[src/rtl/burst_load_pkg.sv]
package burst_load_pkg;

  // Strobes from the sequencer to the load datapath
  typedef struct packed {
    logic toggleAll;   // invert every bank bit at this edge
  } bankCtl_t;

endpackage

[src/rtl/burst_load_ctrl.sv]
module burst_load_ctrl
  import burst_load_pkg::*;
#(
  parameter int HALF_W = 16,
  parameter int REP_W  = 8
) (
  input  logic              clk,
  input  logic              rst,
  input  logic              enable,
  input  logic [HALF_W-1:0] startLen,
  input  logic [HALF_W-1:0] stopLen,
  input  logic [HALF_W-1:0] stepLen,
  input  logic [REP_W-1:0]  repeatCount,
  output logic [HALF_W-1:0] curLen,
  output logic              activePhase,
  output logic              sweepDone,
  output bankCtl_t          bankCtl
);

  localparam int EXT_W = HALF_W + 1;

  logic [HALF_W-1:0] lenQ;
  logic [HALF_W-1:0] phaseCntQ;
  logic [REP_W-1:0]  periodQ;
  logic              phaseActQ;
  logic              doneQ;

  logic [HALF_W-1:0] startEff;
  logic [REP_W-1:0]  repEff;
  logic [EXT_W-1:0]  nextLenExt;
  logic              phaseEnd;
  logic              lastRep;
  logic              wrapNow;

  always_comb begin
    startEff   = (startLen == '0) ? HALF_W'(1) : startLen;
    repEff     = (repeatCount == '0) ? REP_W'(1) : repeatCount;
    nextLenExt = {1'b0, lenQ} + {1'b0, stepLen};
    wrapNow    = nextLenExt > {1'b0, stopLen};
    lastRep    = periodQ >= (repEff - REP_W'(1));
    phaseEnd   = enable && (phaseCntQ >= (lenQ - HALF_W'(1)));
  end

  always_ff @(posedge clk) begin
    if (rst) begin
      lenQ      <= startEff;
      phaseCntQ <= '0;
      periodQ   <= '0;
      phaseActQ <= 1'b1;
      doneQ     <= 1'b0;
    end else begin
      doneQ <= 1'b0;
      if (phaseEnd) begin
        phaseCntQ <= '0;
        phaseActQ <= ~phaseActQ;
        if (!phaseActQ) begin
          if (lastRep) begin
            periodQ <= '0;
            if (wrapNow) begin
              lenQ  <= startEff;
              doneQ <= 1'b1;
            end else begin
              lenQ <= nextLenExt[HALF_W-1:0];
            end
          end else begin
            periodQ <= periodQ + REP_W'(1);
          end
        end
      end else if (enable) begin
        phaseCntQ <= phaseCntQ + HALF_W'(1);
      end
    end
  end

  assign curLen            = lenQ;
  assign activePhase       = enable & phaseActQ;
  assign sweepDone         = doneQ;
  assign bankCtl.toggleAll = enable & phaseActQ;

endmodule

[src/rtl/burst_load_bank.sv]
module burst_load_bank
  import burst_load_pkg::*;
#(
  parameter int LOAD_W = 1024
) (
  input  logic     clk,
  input  logic     rst,
  input  bankCtl_t bankCtl,
  output logic     loadParity
);

  logic [LOAD_W-1:0] bankQ;
  logic              parityQ;

  for (genvar i = 0; i < LOAD_W; i++) begin : g_cell
    localparam logic RST_VAL = (i % 2) == 1;
    always_ff @(posedge clk) begin
      if (rst)                    bankQ[i] <= RST_VAL;
      else if (bankCtl.toggleAll) bankQ[i] <= ~bankQ[i];
    end
  end

  always_ff @(posedge clk) begin
    if (rst) parityQ <= 1'b0;
    else     parityQ <= ^bankQ;
  end

  assign loadParity = parityQ;

endmodule

[src/rtl/burst_load_gen.sv]
module burst_load_gen
  import burst_load_pkg::*;
#(
  parameter int LOAD_W = 1024,
  parameter int HALF_W = 16,
  parameter int REP_W  = 8
) (
  input  logic              clk,
  input  logic              rst,
  input  logic              enable,
  input  logic [HALF_W-1:0] startLen,
  input  logic [HALF_W-1:0] stopLen,
  input  logic [HALF_W-1:0] stepLen,
  input  logic [REP_W-1:0]  repeatCount,
  output logic [HALF_W-1:0] curLen,
  output logic              activePhase,
  output logic              sweepDone,
  output logic              loadParity
);

  bankCtl_t bankCtl;

  burst_load_ctrl #(.HALF_W(HALF_W), .REP_W(REP_W)) u_ctrl (
    .clk(clk), .rst(rst), .enable(enable),
    .startLen(startLen), .stopLen(stopLen), .stepLen(stepLen),
    .repeatCount(repeatCount),
    .curLen(curLen), .activePhase(activePhase), .sweepDone(sweepDone),
    .bankCtl(bankCtl)
  );

  burst_load_bank #(.LOAD_W(LOAD_W)) u_bank (
    .clk(clk), .rst(rst), .bankCtl(bankCtl), .loadParity(loadParity)
  );

endmodule

[config.mk]
export PLATFORM = sky130hd
export DESIGN_NAME = burst_load_gen
export DESIGN_NICKNAME = d
export VERILOG_FILES = /design/src/rtl/burst_load_pkg.sv /design/src/rtl/burst_load_ctrl.sv /design/src/rtl/burst_load_bank.sv /design/src/rtl/burst_load_gen.sv
export SDC_FILE = /design/constraint.sdc
export NUM_CORES = 2
export LEC_CHECK = 0
export BUFFER_PORTS_ARGS = -buffer_cell sky130_fd_sc_hd__buf_4
export CAP_MARGIN = 0
export CORE_UTILIZATION = 60
export CTS_BUF_LIST = sky130_fd_sc_hd__clkbuf_8 sky130_fd_sc_hd__clkbuf_16
export CTS_CLUSTER_SIZE = 16
export DETAILED_ROUTE_END_ITERATION = 10
export GPL_TIMING_DRIVEN = 0
export PLACE_DENSITY = 0.77
export REMOVE_ABC_BUFFERS = 1
export SLEW_MARGIN = 20
export SYNTH_ARGS = -nofsm -noshare
export SYNTH_HDL_FRONTEND = slang
export SYNTH_HIERARCHICAL = 1
export SYNTH_SLANG_ARGS = --single-unit
[constraint.sdc]
create_clock -name clk -period 5.6 [get_ports clk]
set_input_delay 0.28 -clock clk [delete_from_list [all_inputs] [get_ports clk]]
set_output_delay 0.28 -clock clk [all_outputs]
set_load 0.05 [all_outputs]
# After elaboration in Yosys (flattened, before gate mapping)
# Index checks and enable logic that the tools add are counted.
[word_totals]
regBits = 1067
out_inout_bits = 19
elab_cells = 2086
[classes]
add_sub_neg = 5
n_lt_le_gt_ge = 3
n_eq_ne = 1
muxes = 9
n_bitwise = 1028
n_reduce_logical = 10
[ops]
columns = ["op", "n"]
rows = [
  ["$not A1 Y1", 1027],
  ["$reduce_xor A1024 Y1", 1],
  ["$mux W16", 6],
  ["$add A16 B16 Y17", 1],
  ["$gt A17 B16 Y1", 1],
  ["$add A16 B1 Y16 const B", 1],
  ["$ge A16 B16 Y1", 1],
  ["$logic_not A16 Y1", 1],
  ["$mux W8", 2],
  ["$sub A16 B1 Y16 const B", 1],
  ["$add A8 B1 Y8 const B", 1],
  ["$ge A8 B8 Y1", 1],
  ["$logic_not A8 Y1", 1],
  ["$sub A8 B1 Y8 const B", 1],
  ["$reduce_bool A2 Y1", 2],
  ["$reduce_or A4 Y1", 1],
  ["$reduce_and A3 Y1", 1],
  ["$ne A2 B2 Y1 const B", 1],
  ["$reduce_and A2 Y1", 1],
  ["$reduce_or A2 Y1", 1],
  ["$and A1 B1 Y1", 1],
  ["$logic_and A1 B1 Y1", 1],
  ["$mux W1", 1],
]

# Logic depth before layout (Yosys ltp)
[logic_depth]
depth_word = 8
ltp_mapped = 16

# Cells and area by module
# Netlist, hierarchy kept.
[modules_own_cells]
columns = ["mod", "instances", "cells_each", "area_per_inst_um2"]
rows = [
  ["burst_load_bank", 1, 4325, 44433.9],
  ["burst_load_ctrl", 1, 467, 4037.6],
]

# Worst setup path after synthesis
# OpenSTA, ideal clock, no wires.
[synth_timing]
kind = "reg-to-reg"
startpoint = "register u_ctrl.lenQ[0] (netlist: u_ctrl/curLen[0])"
endpoint = "register u_ctrl.lenQ[10] (netlist: u_ctrl/curLen[10]), data pin"
setup_ns = 0.260
arrival_ns = 4.112
t_required_ns = 5.340
setup_slack_ns = 1.228
path_stages_with_launch = 16
period_less_slack_ns = 4.372
path_cell_list = "edfxtp_1 ha_1 fa_1 a211oi_1 o21ai_1 nand2_1 a21oi_1 o311ai_0 ha_1 nand2_1 nor3_1 a2111o_1 o32a_4 nor2_8 buf_12 mux2_4"
[synth_between]
elab_chain_cells = 7
[synth_lines]
columns = ["element", "line_no", "rtl"]
rows = [
  ["start, declared", "burst_load_ctrl.sv:22", "logic [HALF_W-1:0] lenQ;"],
  ["start signal, assigned", "burst_load_ctrl.sv:46", "lenQ <= startEff;"],
  ["start signal, assigned", "burst_load_ctrl.sv:60", "lenQ <= startEff;"],
  ["start signal, assigned", "burst_load_ctrl.sv:63", "lenQ <= nextLenExt[HALF_W-1:0];"],
  ["$add A16 B16 Y17 *", "burst_load_ctrl.sv:38", "nextLenExt = {1'b0, lenQ} + {1'b0, stepLen};"],
  ["$gt A17 B16 Y1", "burst_load_ctrl.sv:39", "wrapNow = nextLenExt > {1'b0, stopLen};"],
  ["$mux W16 *", "burst_load_ctrl.sv:59", "if (wrapNow) begin"],
  ["$mux W16 *", "burst_load_ctrl.sv:57", "if (lastRep) begin"],
  ["$mux W16 *", "burst_load_ctrl.sv:56", "if (!phaseActQ) begin"],
  ["$mux W16 *", "burst_load_ctrl.sv:53", "if (phaseEnd) begin"],
  ["$mux W16 *", "burst_load_ctrl.sv:45", "if (rst) begin"],
]
# Mark *: on every way between the ends. The rest lies on a longest branch, timed or not. The select of a mux whose other input is x is not followed.
# A chain may end at the register's enable or synchronous reset.

# Worst setup path after layout
[layout_timing]
startpoint = "register u_ctrl.lenQ[0] (netlist: u_ctrl/curLen[0])"
endpoint = "register u_ctrl.lenQ[3] (netlist: u_ctrl/curLen[3]), data pin"
# Same word-level chain as after synthesis.

==> impl_metrics.ini <==
[outcome]
status = completed

[critical_path]
crit_start = u_ctrl/curLen[0]
arrival_ps = 5160
startpoint_type = register
critPathCaptureType = register
worstPathMaxFanout = 13
crit_path_top_delay_cell = o311ai_0
max_stage_delay_ps = 600
r2r_start = u_ctrl/curLen[0]
cp.required_ps = 5990
path_class = register to register
crit_chain = ha_1, fa_1, a211oi_1, o21ai_1, nand2_1, a21oi_1, o311ai_0, ha_1, nand2_1, nor3_1, a2111o_1, o32a_4, nor2_8, mux2_1

[place]
dp.cells = 5719
place.gp.congestion = 0.812
hpwl_mm = 46.5
dp_slack_ps = 842
port_buffers = 77

[die]
start_util_pct = 61.0
core_um2 = 79500
rows = 103
design.die.area_um2 = 81900
die_height_um = 286
io_pins = 78
die_w_um = 286

[synthesis]
synthesis.instances = 4792
avgSynthCellArea_um2 = 10.1
ys_ff_latch = 1067
yosysSeqAreaShare_pct = 44.4
yosys.area.top_type = dfxtp_1
synthDistinctLibCells = 58
yosys_warnings = 6
synth_top_area_share_pct = 43.4
synthFlopType = dfxtp_1
ys_top_cells_by_area = dfxtp_1, xnor2_1, nand2b_1, nor2_1, xor2_1
async_flop_share_pct = 0
synth_edf_count = 16
synth_area_um2 = 48500

[sta]
grt_setup_unrepaired = no
max-slew-margin-rel_pct = 45.2
timing.hold.ws_ps = 47.8
fin_skew_ps = 29.0
setup_ws_ps = 830
fmax_mhz = 210
setup_viol = 0
hold_viol_final = 0
setup_tns_ps = 0
drv_slew = 0
tightestPinTransition_ps = 819
min_period_ps = 4770
fin_crit_sh_pct = 85.2

[power_and_ir_drop]
finalPower_mw = 27.8
p_per_area_nw_per_um2 = 511
leakage_nw = 19.7
vdd_ir_drop_max_mv = 0.893

[cts]
cts_buffers = 109
post_cts_resized = 0
h-tree-depth = 3
root_buffer = clkbuf_16
numClockSinks = 1067
path_clk_slew_ps = 60
clock_latency_ps = 670
cts_tree = yes
clockBufferDepth = 3

[drt]
drt-total-wl_mm = 73.3
drt-pass1-iter-count = 5
vias = 28139
drtAntennaViolNets = 0
wl_per_cell_um = 12.3
routed_via_density = 4.74
drt_iter0_drc = 1238
drc = 0

[cells_and_area]
final_cells = 5940
drive_above_1_share_pct = 6.44
multiInputGateArea_um2 = 25900
final-seq-area_um2 = 21500
nets = 4916
area_delta_synth_final_pct = 12.4
nFillCells = 5964

[min_path]
min_from = rst
hold_class = input pin to register

[global_routing]
grt-ovfl-total = 0
grt_pass1_vias = 28286
antenna_found_initial = 0
grtUsageTotal_pct = 18.3
grt_pass1_wl_mm = 130
grt_max_degree = 141

[run]
maxCapViolCount = 0
[report_power, final]
group / switching, mW / internal, mW
registers: 0.724 / 8.50
logic: 5.41 / 5.57
clock network: 3.02 / 4.62
total: 9.15 / 18.7
[flip-flops by register name, indices dropped and copies added, names as in the netlist]
name / count
u_bank/bankQ: 1024
u_ctrl/sweepDone: 1
u_ctrl/curLen: 16
u_bank/loadParity: 1
u_ctrl/phaseActQ: 1
u_ctrl/phaseCntQ: 16
u_ctrl/periodQ: 8
[metrics by stage]
stage	cell area, µm²	utilization, %
global placement	49500	62.2
detailed placement	50400	63.4
CTS	54500	68.5
finish	54500	68.5
global route	54500	68.5
floorplan	47600	-
[worst max-delay path: cells and delay by family (launching register included)]
| kind | cells | cell delay (ps) |
|---|---|---|
| AO/OA/AOI/OAI | 6 | 2000 |
| adder cells (fa/ha/maj) | 3 | 1070 |
| AND/OR/NAND/NOR | 4 | 580 |
| flip-flops | 1 | 490 |
| multiplexers | 1 | 370 |
[synth_stat cells, types with 2 or more instances]
library cell	instances
o21ai_0	17
a41oi_1	3
mux2_4	9
a211o_1	5
o21ai_1	5
or3_1	5
o32ai_1	2
ha_1	60
nand2b_1	519
and4_1	2
xor2_1	137
nor3_1	13
edfxtp_1	16
nand2_1	24
inv_1	31
o311ai_0	5
a211oi_1	10
clkbuf_1	135
nor2b_1	2
and2_1	3
a2111oi_0	2
buf_2	3
mux2_1	3
o21bai_1	3
buf_1	95
nand4_1	12
xnor2_1	1950
a21o_1	7
nand3_1	16
o41ai_1	2
a2111o_1	2
o211ai_1	4
o21a_1	4
nor4_1	11
nor2_1	566
and3_1	5
dfxtp_1	1051
o31ai_1	2
a21oi_1	32
[metal layers]
layer	vias up	track usage [%]	part of all wire, %	routed length [µm]
met4	0	4.48	1.9	1390
li1	14691	-	-	-
met5	-	0	0	0
met1	13074	25.4	50	36900
met3	110	3.07	3.1	2240
met2	264	29.7	45	32800
[layout by cell type, fill, tap and decap left out, types with 7 or more instances in the layout]
| cell | n |
|---|---|
| nand4_1 | 12 |
| dlygate4sd3_1 | 16 |
| a211oi_1 | 10 |
| nor4_1 | 11 |
| nor3_1 | 13 |
| xor2_1 | 137 |
| nand2_1 | 24 |
| nor2_1 | 566 |
| o21ai_0 | 16 |
| clkbuf_8 | 32 |
| buf_4 | 76 |
| a21o_1 | 7 |
| xnor2_1 | 1950 |
| mux2_4 | 9 |
| clkinv_2 | 21 |
| buf_16 | 30 |
| inv_1 | 49 |
| edfxtp_1 | 16 |
| nand2b_1 | 519 |
| bufinv_16 | 13 |
| ha_1 | 60 |
| clkbuf_16 | 110 |
| nand3_1 | 16 |
| a21oi_1 | 32 |
| dfxtp_1 | 1051 |
[cell families after synthesis]
group | after synthesis | share of synthesized area [%]
xor+xnor | 2087 | 37.7
simple gates | 1185 | 12.2
flops | 1067 | 44.4
buf+inv | 266 | 2.11
compound gates | 113 | 1.58
fa+ha+maj | 61 | 1.59
mux | 13 | 0.369
[final cells by class]
type	instances	share of cell area, %
timing repair buffer	128	3.05
sequential	1067	39.5
tap	1050	2.41
clock buffer	142	5.86
multi-input combinational	3459	47.6
inverter	31	0.214
antenna	1	0.00459
clock inverter	62	1.33
[path summary, 6_finish.rpt]
check                       to  slack (ps)  depth (start not counted)
max           u_ctrl/curLen[3]         830                         14
min          u_bank/bankQ[230]          50                          2
max reg2reg   u_ctrl/curLen[3]         830                         14
min reg2reg  u_bank/bankQ[507]         510                          2
[repair_timing]
action	CTS	global route
setup buffers	0	0
hold buffers	16	0
endpoints found under the hold margin	19	0
Note: power is estimated with default switching activity, not from simulation.
